### src/rtl/irq_post_pkg.sv
package irq_post_pkg;
  localparam int unsigned IRQ_NSRC_DEF = 16;

  // Post decision for one pass
  typedef enum logic [1:0] {
    POST_IDLE  = 2'd0,
    POST_BUSY  = 2'd1,
    POST_EMPTY = 2'd2,
    POST_TAKE  = 2'd3
  } post_dec_e;
endpackage

### src/rtl/irq_prio_pick.sv
module irq_prio_pick #(
  parameter int unsigned N = 16
) (
  input  logic [N-1:0] req_i,
  output logic [N-1:0] grant_o,
  output logic         any_o
);
  logic [N-1:0] blocked;

  assign blocked[0] = 1'b0;
  genvar gi;
  generate
    for (gi = 1; gi < N; gi++) begin : g_chain
      assign blocked[gi] = blocked[gi-1] | req_i[gi-1];
    end
    for (gi = 0; gi < N; gi++) begin : g_grant
      assign grant_o[gi] = req_i[gi] & ~blocked[gi];
    end
  endgenerate

  assign any_o = |req_i;
endmodule

### src/rtl/irq_state_regs.sv
module irq_state_regs #(
  parameter int unsigned N = 16
) (
  input  logic         clk,
  input  logic         rst_n,
  input  logic         en_wr_i,
  input  logic [N-1:0] en_wdata_i,
  input  logic [N-1:0] set_i,
  input  logic [N-1:0] take_i,
  input  logic         clr_wr_i,
  input  logic [N-1:0] clr_mask_i,
  output logic [N-1:0] enable_q,
  output logic [N-1:0] pending_q,
  output logic [N-1:0] posted_q
);
  logic [N-1:0] enable_d, pending_d, posted_d;
  logic [N-1:0] clr_eff;

  always_comb begin
    clr_eff   = clr_wr_i ? clr_mask_i : '0;
    enable_d  = en_wr_i ? en_wdata_i : enable_q;
    // a fresh set wins over the take of the same cycle
    pending_d = (pending_q & ~take_i) | set_i;
    posted_d  = (posted_q & ~clr_eff) | take_i;
  end

  always_ff @(posedge clk or negedge rst_n) begin
    if (!rst_n) begin
      enable_q  <= '0;
      pending_q <= '0;
      posted_q  <= '0;
    end else begin
      enable_q  <= enable_d;
      pending_q <= pending_d;
      posted_q  <= posted_d;
    end
  end
endmodule

### src/rtl/irq_post_ctrl.sv
module irq_post_ctrl
  import irq_post_pkg::*;
#(
  parameter int unsigned NSRC = IRQ_NSRC_DEF
) (
  input  logic            clk,
  input  logic            rst_n,
  input  logic [NSRC-1:0] set_i,
  input  logic            pass_end_i,
  input  logic            en_wr_i,
  input  logic [NSRC-1:0] en_wdata_i,
  input  logic            clr_wr_i,
  input  logic [NSRC-1:0] clr_mask_i,
  output logic [NSRC-1:0] enable_o,
  output logic [NSRC-1:0] pending_o,
  output logic [NSRC-1:0] posted_o,
  output logic            irq_o
);
  logic [NSRC-1:0] enable_q, pending_q, posted_q;
  logic [NSRC-1:0] cand, grant, take;
  logic            cand_any;
  post_dec_e       dec;

  assign cand = pending_q & enable_q;

  irq_prio_pick #(.N(NSRC)) u_pick (
    .req_i   (cand),
    .grant_o (grant),
    .any_o   (cand_any)
  );

  always_comb begin
    if (!pass_end_i)      dec = POST_IDLE;
    else if (|posted_q)   dec = POST_BUSY;
    else if (!cand_any)   dec = POST_EMPTY;
    else                  dec = POST_TAKE;
    take = (dec == POST_TAKE) ? grant : '0;
  end

  irq_state_regs #(.N(NSRC)) u_regs (
    .clk        (clk),
    .rst_n      (rst_n),
    .en_wr_i    (en_wr_i),
    .en_wdata_i (en_wdata_i),
    .set_i      (set_i),
    .take_i     (take),
    .clr_wr_i   (clr_wr_i),
    .clr_mask_i (clr_mask_i),
    .enable_q   (enable_q),
    .pending_q  (pending_q),
    .posted_q   (posted_q)
  );

  assign enable_o  = enable_q;
  assign pending_o = pending_q;
  assign posted_o  = posted_q;
  assign irq_o     = |posted_q;
endmodule

### config.mk
export PLATFORM = sky130hd
export DESIGN_NAME = irq_post_ctrl
export DESIGN_NICKNAME = d
export VERILOG_FILES = /design/src/rtl/irq_post_pkg.sv /design/src/rtl/irq_prio_pick.sv /design/src/rtl/irq_state_regs.sv /design/src/rtl/irq_post_ctrl.sv
export SDC_FILE = /design/constraint.sdc
export NUM_CORES = 1
export LEC_CHECK = 0
export ABC_AREA = 1
export ABC_CLOCK_PERIOD_IN_PS = 1400
export BUFFER_PORTS_ARGS = -buffer_cell sky130_fd_sc_hd__buf_2
export CAP_MARGIN = 5
export CORE_MARGIN = 2
export CORE_UTILIZATION = 42
export CTS_CLUSTER_DIAMETER = 60
export DETAILED_ROUTE_END_ITERATION = 12
export GPL_TIMING_DRIVEN = 0
export HOLD_SLACK_MARGIN = 0.06
export PLACE_DENSITY = 0.76
export SLEW_MARGIN = 5
export SYNTH_ARGS = -nofsm -noshare
export SYNTH_HDL_FRONTEND = slang
export SYNTH_SLANG_ARGS = --single-unit
### constraint.sdc
create_clock -name clk -period 1.4 [get_ports clk]
set_input_delay 0.14 -clock clk [delete_from_list [all_inputs] [get_ports clk]]
set_output_delay 0.14 -clock clk [all_outputs]
set_load 0.01 [all_outputs]
# ---- Word level (Yosys, flattened, before mapping)
# Index checks and enable logic that the tools add are counted.
dict set report totals {
  out_inout_bits 49
  in_bits 53
  word_cells 62
  register_bits 48
}
dict set report classes {
  n_eq_ne 1
  muxes 5
  n_bitwise 51
  n_reduce_logical 2
}
# cell count
set ops {}
lappend ops {{$and A16 B16 Y16} 3}
lappend ops {{$mux W16} 2}
lappend ops {{$not A16 Y16} 2}
lappend ops {{$or A16 B16 Y16} 2}
lappend ops {{$reduce_or A16 Y1} 2}
lappend ops {{$and A1 B1 Y1} 15}
lappend ops {{$not A1 Y1} 15}
lappend ops {{$or A1 B1 Y1} 14}
lappend ops {{$mux W2} 2}
lappend ops {{$eq A2 B2 Y1 const B} 1}
lappend ops {{$mux W1} 1}

# ---- Depth between registers and ports, before layout
# Gate-level depths: netlist of run 1.
dict set report logic_depth {
  word_depth 21
  mapped_depth 10
  depth_no_buf 9
}

# ---- Modules after synthesis
# From an unflattened synthesis of run 1, not the netlist that was laid out.
dict set report hier_totals {
  cells_unflattened 346
  area_unflattened_um2 2482.4
}
# module cells_per_inst area_per_inst_um2 seq_area_each_um2 n_inst
set modules_own_cells {}
lappend modules_own_cells {irq_state_regs 213 1881.8 1201.2 1}
lappend modules_own_cells {irq_post_ctrl 83 367.9 0.0 1}
lappend modules_own_cells {irq_prio_pick 50 232.7 0.0 1}

# ---- Least setup slack after synthesis of run 1
# No wires, ideal clock.
dict set report synth_timing {
  path_kind {flip-flop to flip-flop}
  start {register u_regs.posted_q[15]}
  end {register u_regs.pending_q[14]}
  slack_ns -0.016
  t_arrival_ns 1.299
  stages_incl_launch_ff 10
  synth_period_minus_slack_ns 1.416
  required_time_ns 1.283
  n_path_buf 1
  setup_ns 0.117
  path_cell_list {dfrtp_1 nor2_1 nand2_1 nor2_2 nand3_2 nor2_4 buf_6 nand4_1 nand2_1 nand2_1}
}
dict set report synth_between {
  elab_chain_len 8
}
# item line
set synth_lines {}
lappend synth_lines {{start, declared} irq_state_regs.sv:14} ;# output logic [N-1:0] posted_q
lappend synth_lines {{start signal, assigned} irq_state_regs.sv:35} ;# posted_q <= posted_d;
lappend synth_lines {{$reduce_or A16 Y1} irq_post_ctrl.sv:34} ;# else if (|posted_q) dec = POST_BUSY;
lappend synth_lines {{$mux W2} irq_post_ctrl.sv:34}
lappend synth_lines {{$mux W2} irq_post_ctrl.sv:33} ;# if (!pass_end_i) dec = POST_IDLE;
lappend synth_lines {{$eq A2 B2 Y1} irq_post_ctrl.sv:37} ;# take = (dec == POST_TAKE) ? grant : '0;
lappend synth_lines {{$mux W16} irq_post_ctrl.sv:37}
lappend synth_lines {{$not A16 Y16} irq_state_regs.sv:23} ;# pending_d = (pending_q & ~take_i) | set_i;
lappend synth_lines {{$and A16 B16 Y16} irq_state_regs.sv:23}
lappend synth_lines {{$or A16 B16 Y16} irq_state_regs.sv:23}
lappend synth_lines {{named net u_regs.pending_d[14]} irq_state_regs.sv:16} ;# logic [N-1:0] enable_d, pending_d, posted_d;
lappend synth_lines {{end signal, assigned} irq_state_regs.sv:34} ;# pending_q <= pending_d;
lappend synth_lines {{end, declared} irq_state_regs.sv:13} ;# output logic [N-1:0] pending_q,
# The timed path passes the listed nets, and every way through them passes these cells.
# A chain may end at the register's enable or synchronous reset.

# ---- Worst setup path after layout of run 1
dict set report layout_timing {
  start {register u_regs.posted_q[3]}
  end {output port irq_o}
}
dict set report layout_between {
  elab_chain_len 1
}
# item line
set layout_lines {}
lappend layout_lines {{$reduce_or A16 Y1} irq_post_ctrl.sv:57} ;# assign irq_o = |posted_q;
lappend layout_lines {{end, declared} irq_post_ctrl.sv:17} ;# output logic irq_o
# Every way passes these cells.

==> results of run 1 <==
-- cell usage in the layout, fill, tap and decap left out, drive strengths merged --
| cell | count |
|---|---|
| buf | 136 |
| nand2 | 102 |
| dfrtp | 48 |
| inv | 24 |
| nor2 | 20 |
| dlygate4sd3 | 16 |
| mux2 | 15 |
| nand4 | 12 |
| clkbuf | 10 |
| o21ai | 5 |
| nand3 | 4 |
| a21o | 4 |
| nor4 | 1 |
| nor3 | 1 |
-- what timing repair did --
action | 4_1_cts | 5_1_grt
gates cloned | 1 | 0
resized for setup | 13 | 18
pin swaps | 11 | 5
hold endpoints to repair | 16 | 0
setup buffers | 25 | 8
hold buffers | 16 | 0
setup endpoints to repair | 31 | 33
-- cells by family after synthesis --
group	share of synthesized area, %
mux	7.741
flops	55.05
buf+inv	5.448
simple gates	29.24
compound gates	2.523
-- registers in the layout, summed over array words and instances, names as in the netlist --
register          cells
u_regs.posted_q      16
u_regs.pending_q     16
u_regs.enable_q      16
-- layout make-up --
cell class	count	area, sq um	share of cell area [%]
Inverter	24	90.09	2.675
Sequential cell	48	1201	35.66
Timing Repair Buffer	149	918.4	27.27
Multi-Input combinational cell	164	952.2	28.27
Buffer	5	28.78	0.8544
Tap cell	70	87.58	2.600
Clock buffer	8	90.09	2.675
-- Yosys cell counts --
| cell | count | share of area (%) |
|---|---|---|
| buf_2 | 2 | 0.46 |
| inv_1 | 24 | 4.1 |
| nand2_4 | 3 | 1.5 |
| nand2_1 | 98 | 17 |
| dfrtp_1 | 48 | 55 |
| nor4_1 | 1 | 0.29 |
| nor2_4 | 4 | 2.1 |
| a21o_1 | 4 | 1.4 |
| clkbuf_1 | 2 | 0.34 |
| nor3_1 | 1 | 0.23 |
| nand4_2 | 1 | 0.57 |
| nand2_2 | 1 | 0.29 |
| mux2_2 | 15 | 7.7 |
| nand3_2 | 1 | 0.46 |
| nand4_1 | 11 | 3.2 |
| nor2_1 | 13 | 2.2 |
| buf_6 | 1 | 0.52 |
| nand3_1 | 3 | 0.69 |
| o21ai_0 | 5 | 1.1 |
| nor2_2 | 3 | 0.86 |
-- stage by stage --
step | setup TNS, ns | hold WS, ns | setup WS [ns] | total power, W
2_1_floorplan | 0 | -0.1556 | 0.008934 | 0.002136
3_3_place_gp | -2.673 | 0.3219 | -0.1732 | 0.002494
3_5_place_dp | -3.392 | 0.3266 | -0.2073 | 0.002514
4_1_cts | -2.115 | 0.06557 | -0.1368 | 0.003617
5_1_grt | -5.429 | 0.06651 | -0.2657 | 0.003933
6_report | -1.773 | 0.03479 | -0.1477 | 0.003729
-- power by group --
group,switching (W),internal (W),total (W)
Combinational,0.000684,0.000614,0.00130
Clock,0.000437,0.000404,0.000840
Sequential,0.0000892,0.00150,0.00159
-- routing by layer --
layer,part of all wire (%),track usage [%]
met2,52,37.41
met3,5.6,4.739
met5,0,0
met4,0.85,4.727
met1,42,26.45
-- path summary, 6_finish.rpt --
check	endpoint	start	slack, ns
min in group clk	u_regs.enable_q[9]	en_wdata_i[9]	0.08
max	irq_o	u_regs.posted_q[3]	-0.15
min reg2reg	u_regs.pending_q[14]	u_regs.pending_q[14]	0.50
min	u_regs.pending_q[1]	rst_n	0.03
max reg2reg	u_regs.pending_q[7]	u_regs.posted_q[3]	-0.13
max in group asynchronous	u_regs.posted_q[10]	rst_n	0.71
-- worst max-delay path: cells and delay by family (launching register included) --
family / cells / cell delay [ns]
buffers and inverters: 3 / 0.33
flip-flops: 1 / 0.42
AND/OR/NAND/NOR: 4 / 0.36
==> flow_metrics.tcl, run 1 <==
set metrics [dict create \
    status "finished, violations left" \
    violations "setup timing" \
    drive_gt1_share_pct 47.99 \
    worst_slew_pin_slew_ns 1.062 \
    fin_crit_ns 1.548 \
    clock_path_buffers 2 \
    p_per_area_mw_per_mm2 1107 \
    finalHoldViolCount 0 \
    clk_pin_slew_ns 0.09 \
    syn_area_sq_mm 0.002182 \
    avgSynthCellArea_sq_um 9.054 \
    finClkSkew_ns 0.004469 \
    wl_per_cell_um 12.87 \
    die_x_um 76.08 \
    r2r_cells 9 \
    critPathCaptureType "output port" \
    p_leak_nw 1.865 \
    drtIter0Drc 71 \
    hp-class "in -> async" \
    num-fill-cells 462 \
    ys_seq_area_share_pct 55.05 \
    worstSetupPathType "reg -> out" \
    grtUsageTotal_pct 21.09 \
    crit_fanout 3 \
    area_growth_pct 54.36 \
    dr_total_vias 2186 \
    stdcell_area_sq_mm 0.003368 \
    syn-num-nets 294 \
    ioPinCount 102 \
    setup_viol 28 \
    numCtsBuffers 5 \
    via_per_inst 4.671 \
    nets 450 \
    numPortBuffers 99 \
    cpPeakStageDelay_ns 0.42 \
    irDropWorstVdd_uv 589.8 \
    drc 0 \
    fmax_mhz 646.1 \
    grt_max_degree 49 \
    dieArea_sq_mm 0.005788 \
    core_area_sq_mm 0.005075 \
    required_ns 1.26 \
    yosys_warnings 0 \
    critPathArrivalTime_ns 1.41 \
    grt_overflow 0 \
    antenna_found_initial 0 \
    grt_pass1_vias 2151 \
    cts_sinks 48 \
    start_util_pct 43.00 \
    ant_nets 0 \
    placed_area_sq_mm 0.002765 \
    cts_tree "yes" \
    fin_crit_sh_pct 110.5 \
    syn_inst 241 \
    drt_first_pass_iters 4 \
    die_y_um 76.08 \
    root_buffer "clkbuf_8" \
    setup_ws_ns -0.1477 \
    place_congestion 0.7968 \
    fin_util_pct 66.37 \
    max_cap_violations 0 \
    crit_path_start_kind "flop" \
    ys_types 20 \
    dp_hpwl_um 3993 \
    totalWireLength_um 6022 \
    slew_violations 0 \
    insertion_delay_ns 0.29 \
    ys_seq_elements 48 \
    max_slew_margin_pct 29.21 \
    htree_levels 2 \
    dpl.cell_count 410 \
    grt_pass1_wl_um 9777 \
    n_antenna_cell 0 \
    rsz0062_at_grt "true" \
    cp_slowest_cell "dfrtp_1" \
    crit_path_cell_trace "nor2_1 -> nand2_1 -> nor2_4 -> buf_4 -> buf_6 -> nand2_2 -> buf_2" \
    instances_no_fill 468 \
    rows 26 \
]
(Power assumes the default switching activity.)
==> run 2, diff against run 1 <==
- ABC_AREA: 1 -> not set
==> run 2 against run 1 <==
Against the previous run: the flow still finishes with violations (setup timing); worst hold slack worse by 0.0011 ns; cell count down 13%; critical path depth down 1; sequential share of layout area up 1.6 points; clock skew up 0.0019 ns; clock power down 8.6%; register-to-register slack worse by 0.27 ns; largest cell class unchanged; highest routed layer unchanged.
==> flow_metrics.tcl, run 2 <==
set metrics [dict create \
    hp-class "in -> async" \
    clk_pin_slew_ns 0.08 \
    synth_edf_count 0 \
    critPathCaptureType "flop" \
    drive_gt1_share_pct 52.24 \
    p_int_w 0.002462 \
    dr_total_vias 2161 \
    critPathArrivalTime_ns 1.98 \
    synth_compound_area_share_pct 15.41 \
    ys_seq_elements 48 \
    finalHoldViolCount 0 \
    place_ws_ns -0.7092 \
    max_cap_violations 0 \
    finClkSkew_ns 0.006405 \
    yosys_most_used_dff "dfrtp_1" \
    p_comb_share_pct 33.6 \
    worst_slew_pin_slew_ns 1.060 \
    drtIter0Drc 153 \
    swShare_pct 32.11 \
    grt_overflow 0 \
    core_area_sq_mm 0.005042 \
    dp_hpwl_um 4391 \
    start_util_pct 43.00 \
    synthMuxAreaShare_pct 8.309 \
    die_x_um 75.85 \
    antenna_found_initial 0 \
    synth_area_leaders "dfrtp_1 (55%), mux2_2 (8.3%), nand2_1 (6.6%)" \
    synth_top_family_by_area "simple AND/OR/NAND/NOR gates" \
    top_regs "u_regs.enable_q (16), u_regs.pending_q (16), u_regs.posted_q (16)" \
    grtUsageMet1_pct 26.86 \
    numPortBuffers 100 \
    num-fill-cells 415 \
    met2_usage_pct 40.04 \
    place_congestion 0.8177 \
    drc 0 \
    drt_first_pass_iters 4 \
    ys_seq_area_share_pct 55.40 \
    switchingPower_w 0.001165 \
    synth_adder_area_share_pct 0 \
    reg2reg_slack_ns -0.40 \
    required_ns 1.58 \
    clock_path_buffers 2 \
    htree_levels 2 \
    totalWireLength_um 6462 \
    final_common_cell "buf_2" \
    numCtsBuffers 5 \
    ant_nets 0 \
    yosys.area.top_type_share_pct 55.40 \
    p_leak_nw 1.511 \
    synth_xor_xnor_area_share_pct 0 \
    fin_crit_ns 1.802 \
    setup_ws_ns -0.4016 \
    grt_pass1_wl_um 9742 \
    status "finished, violations left" \
    power_frac_clock_pct 21.2 \
    rr_endpoint "u_regs.pending_q[12]" \
    ioPinCount 102 \
    fin_crit_sh_pct 128.7 \
    via_per_inst 5.336 \
    p_per_area_mw_per_mm2 1123 \
    placed_area_sq_mm 0.002761 \
    syn-num-nets 251 \
    grt_use_met3_pct 6.746 \
    rsz0062_at_grt "true" \
    fmax_mhz 555.1 \
    synth_common_cells "dfrtp_1 (48), nand2_1 (38), mux2_2 (16), nor2_1 (11), nand3_1 (10)" \
    yosys.area.top_type "dfrtp_1" \
    syn_area_sq_mm 0.002168 \
    grtUsageTotal_pct 22.90 \
    ys_types 31 \
    final_cell_mix "buf_2 (99), dfrtp_1 (46), nand2_1 (37)" \
    p_seq_share_pct 45.2 \
    wl_per_cell_um 15.96 \
    worstSetupPathType "reg -> reg" \
    crit_path_start_kind "flop" \
    nets 388 \
    rows 26 \
    ys_async_sr_fraction_pct 100.0 \
    slew_violations 0 \
    cts_sinks 48 \
    grt_max_degree 49 \
    tns_ns -9.975 \
    die_y_um 75.85 \
    irDropWorstVdd_uv 710.6 \
    dieArea_sq_mm 0.005753 \
    grt-busiest-layer "met2" \
    root_buffer "clkbuf_8" \
    violations "setup timing" \
    insertion_delay_ns 0.30 \
    avgSynthCellArea_sq_um 10.95 \
    r2r-start "u_regs.enable_q[8]" \
    r2r_cells 6 \
    max_slew_margin_pct 29.32 \
    grt_pass1_vias 2130 \
    crit_fanout 5 \
    setup_viol 33 \
    syn_inst 198 \
    cts_tree "yes" \
    n_antenna_cell 0 \
    yosys_warnings 0 \
    yosysMostFrequentCell "dfrtp_1" \
    stdcell_area_sq_mm 0.003231 \
    finalPower_w 0.003627 \
    area_growth_pct 48.99 \
    synthSimpleGateAreaFrac_pct 18.58 \
]
[run 2: power groups by stage]
stage          Sequential, W  Combinational, W  Clock [W]
4_1_cts              0.00162           0.00109   0.000789
3_3_place_gp         0.00165          0.000713          0
5_1_grt              0.00166           0.00132   0.000840
3_5_place_dp         0.00165          0.000727          0
2_1_floorplan        0.00169          0.000338          0
6_report             0.00164           0.00122   0.000768
[run 2: worst max-delay path by stage]
stage                  startpoint              endpoint  slack, ns  cells after the start
2_1_floorplan  u_regs.enable_q[2]  u_regs.pending_q[14]      -0.46                      5
3_3_place_gp   u_regs.posted_q[3]   u_regs.pending_q[9]      -0.69                      5
3_5_place_dp   u_regs.enable_q[2]  u_regs.pending_q[13]      -0.71                      5
4_1_cts        u_regs.enable_q[7]  u_regs.pending_q[13]      -0.37                      6
5_1_grt        u_regs.posted_q[0]   u_regs.pending_q[5]      -0.47                      6
6_report       u_regs.enable_q[8]  u_regs.pending_q[12]      -0.40                      6
[run 2: cell families after synthesis]
kind of cell,after synthesis
simple gates,81
buf+inv,11
compound gates,42
mux,16
flops,48
[run 2: timing repair]
action | in CTS | in global routing
setup endpoints to repair | 33 | 33
cloned | 1 | 0
pin swaps | 10 | 10
hold buffers | 2 | 1
gates resized for setup | 24 | 14
buffers inserted | 22 | 4
hold endpoints to repair | 2 | 1
[run 2: critical path, cell delays in order (launching register included)]
cell and delay [ns]:
dfrtp_2 0.44, a222oi_1 0.33, buf_4 0.18, and4_4 0.24, nand3_4 0.08, buf_6 0.14, o32a_1 0.28
[run 2: layer usage]
metal,vias to the layer above,share of wire [%]
met4,0,1.2
met5,-,0
met1,1041,40
li1,1017,-
met3,9,7.7
met2,94,52
[run 2: per-stage QoR]
step	utilization, %	instances	hold slack (ns)
floorplan	-	198	-0.1556
global placement	54.76	368	0.3322
detailed placement	54.76	368	0.3345
CTS	61.94	400	0.06191
global route	64.07	405	0.06214
finish	64.07	405	0.03373
[run 2: cell type report]
class	count	area (sq um)	share of cell area (%)
Sequential cell	48	1204	37.26
Multi-Input combinational cell	139	1055	32.65
Timing Repair Buffer	130	747.0	23.12
Tap cell	70	87.58	2.711
Clock buffer	6	72.57	2.246
Buffer	5	33.78	1.046
Inverter	6	26.28	0.8133
Clock inverter	1	5.005	0.1549
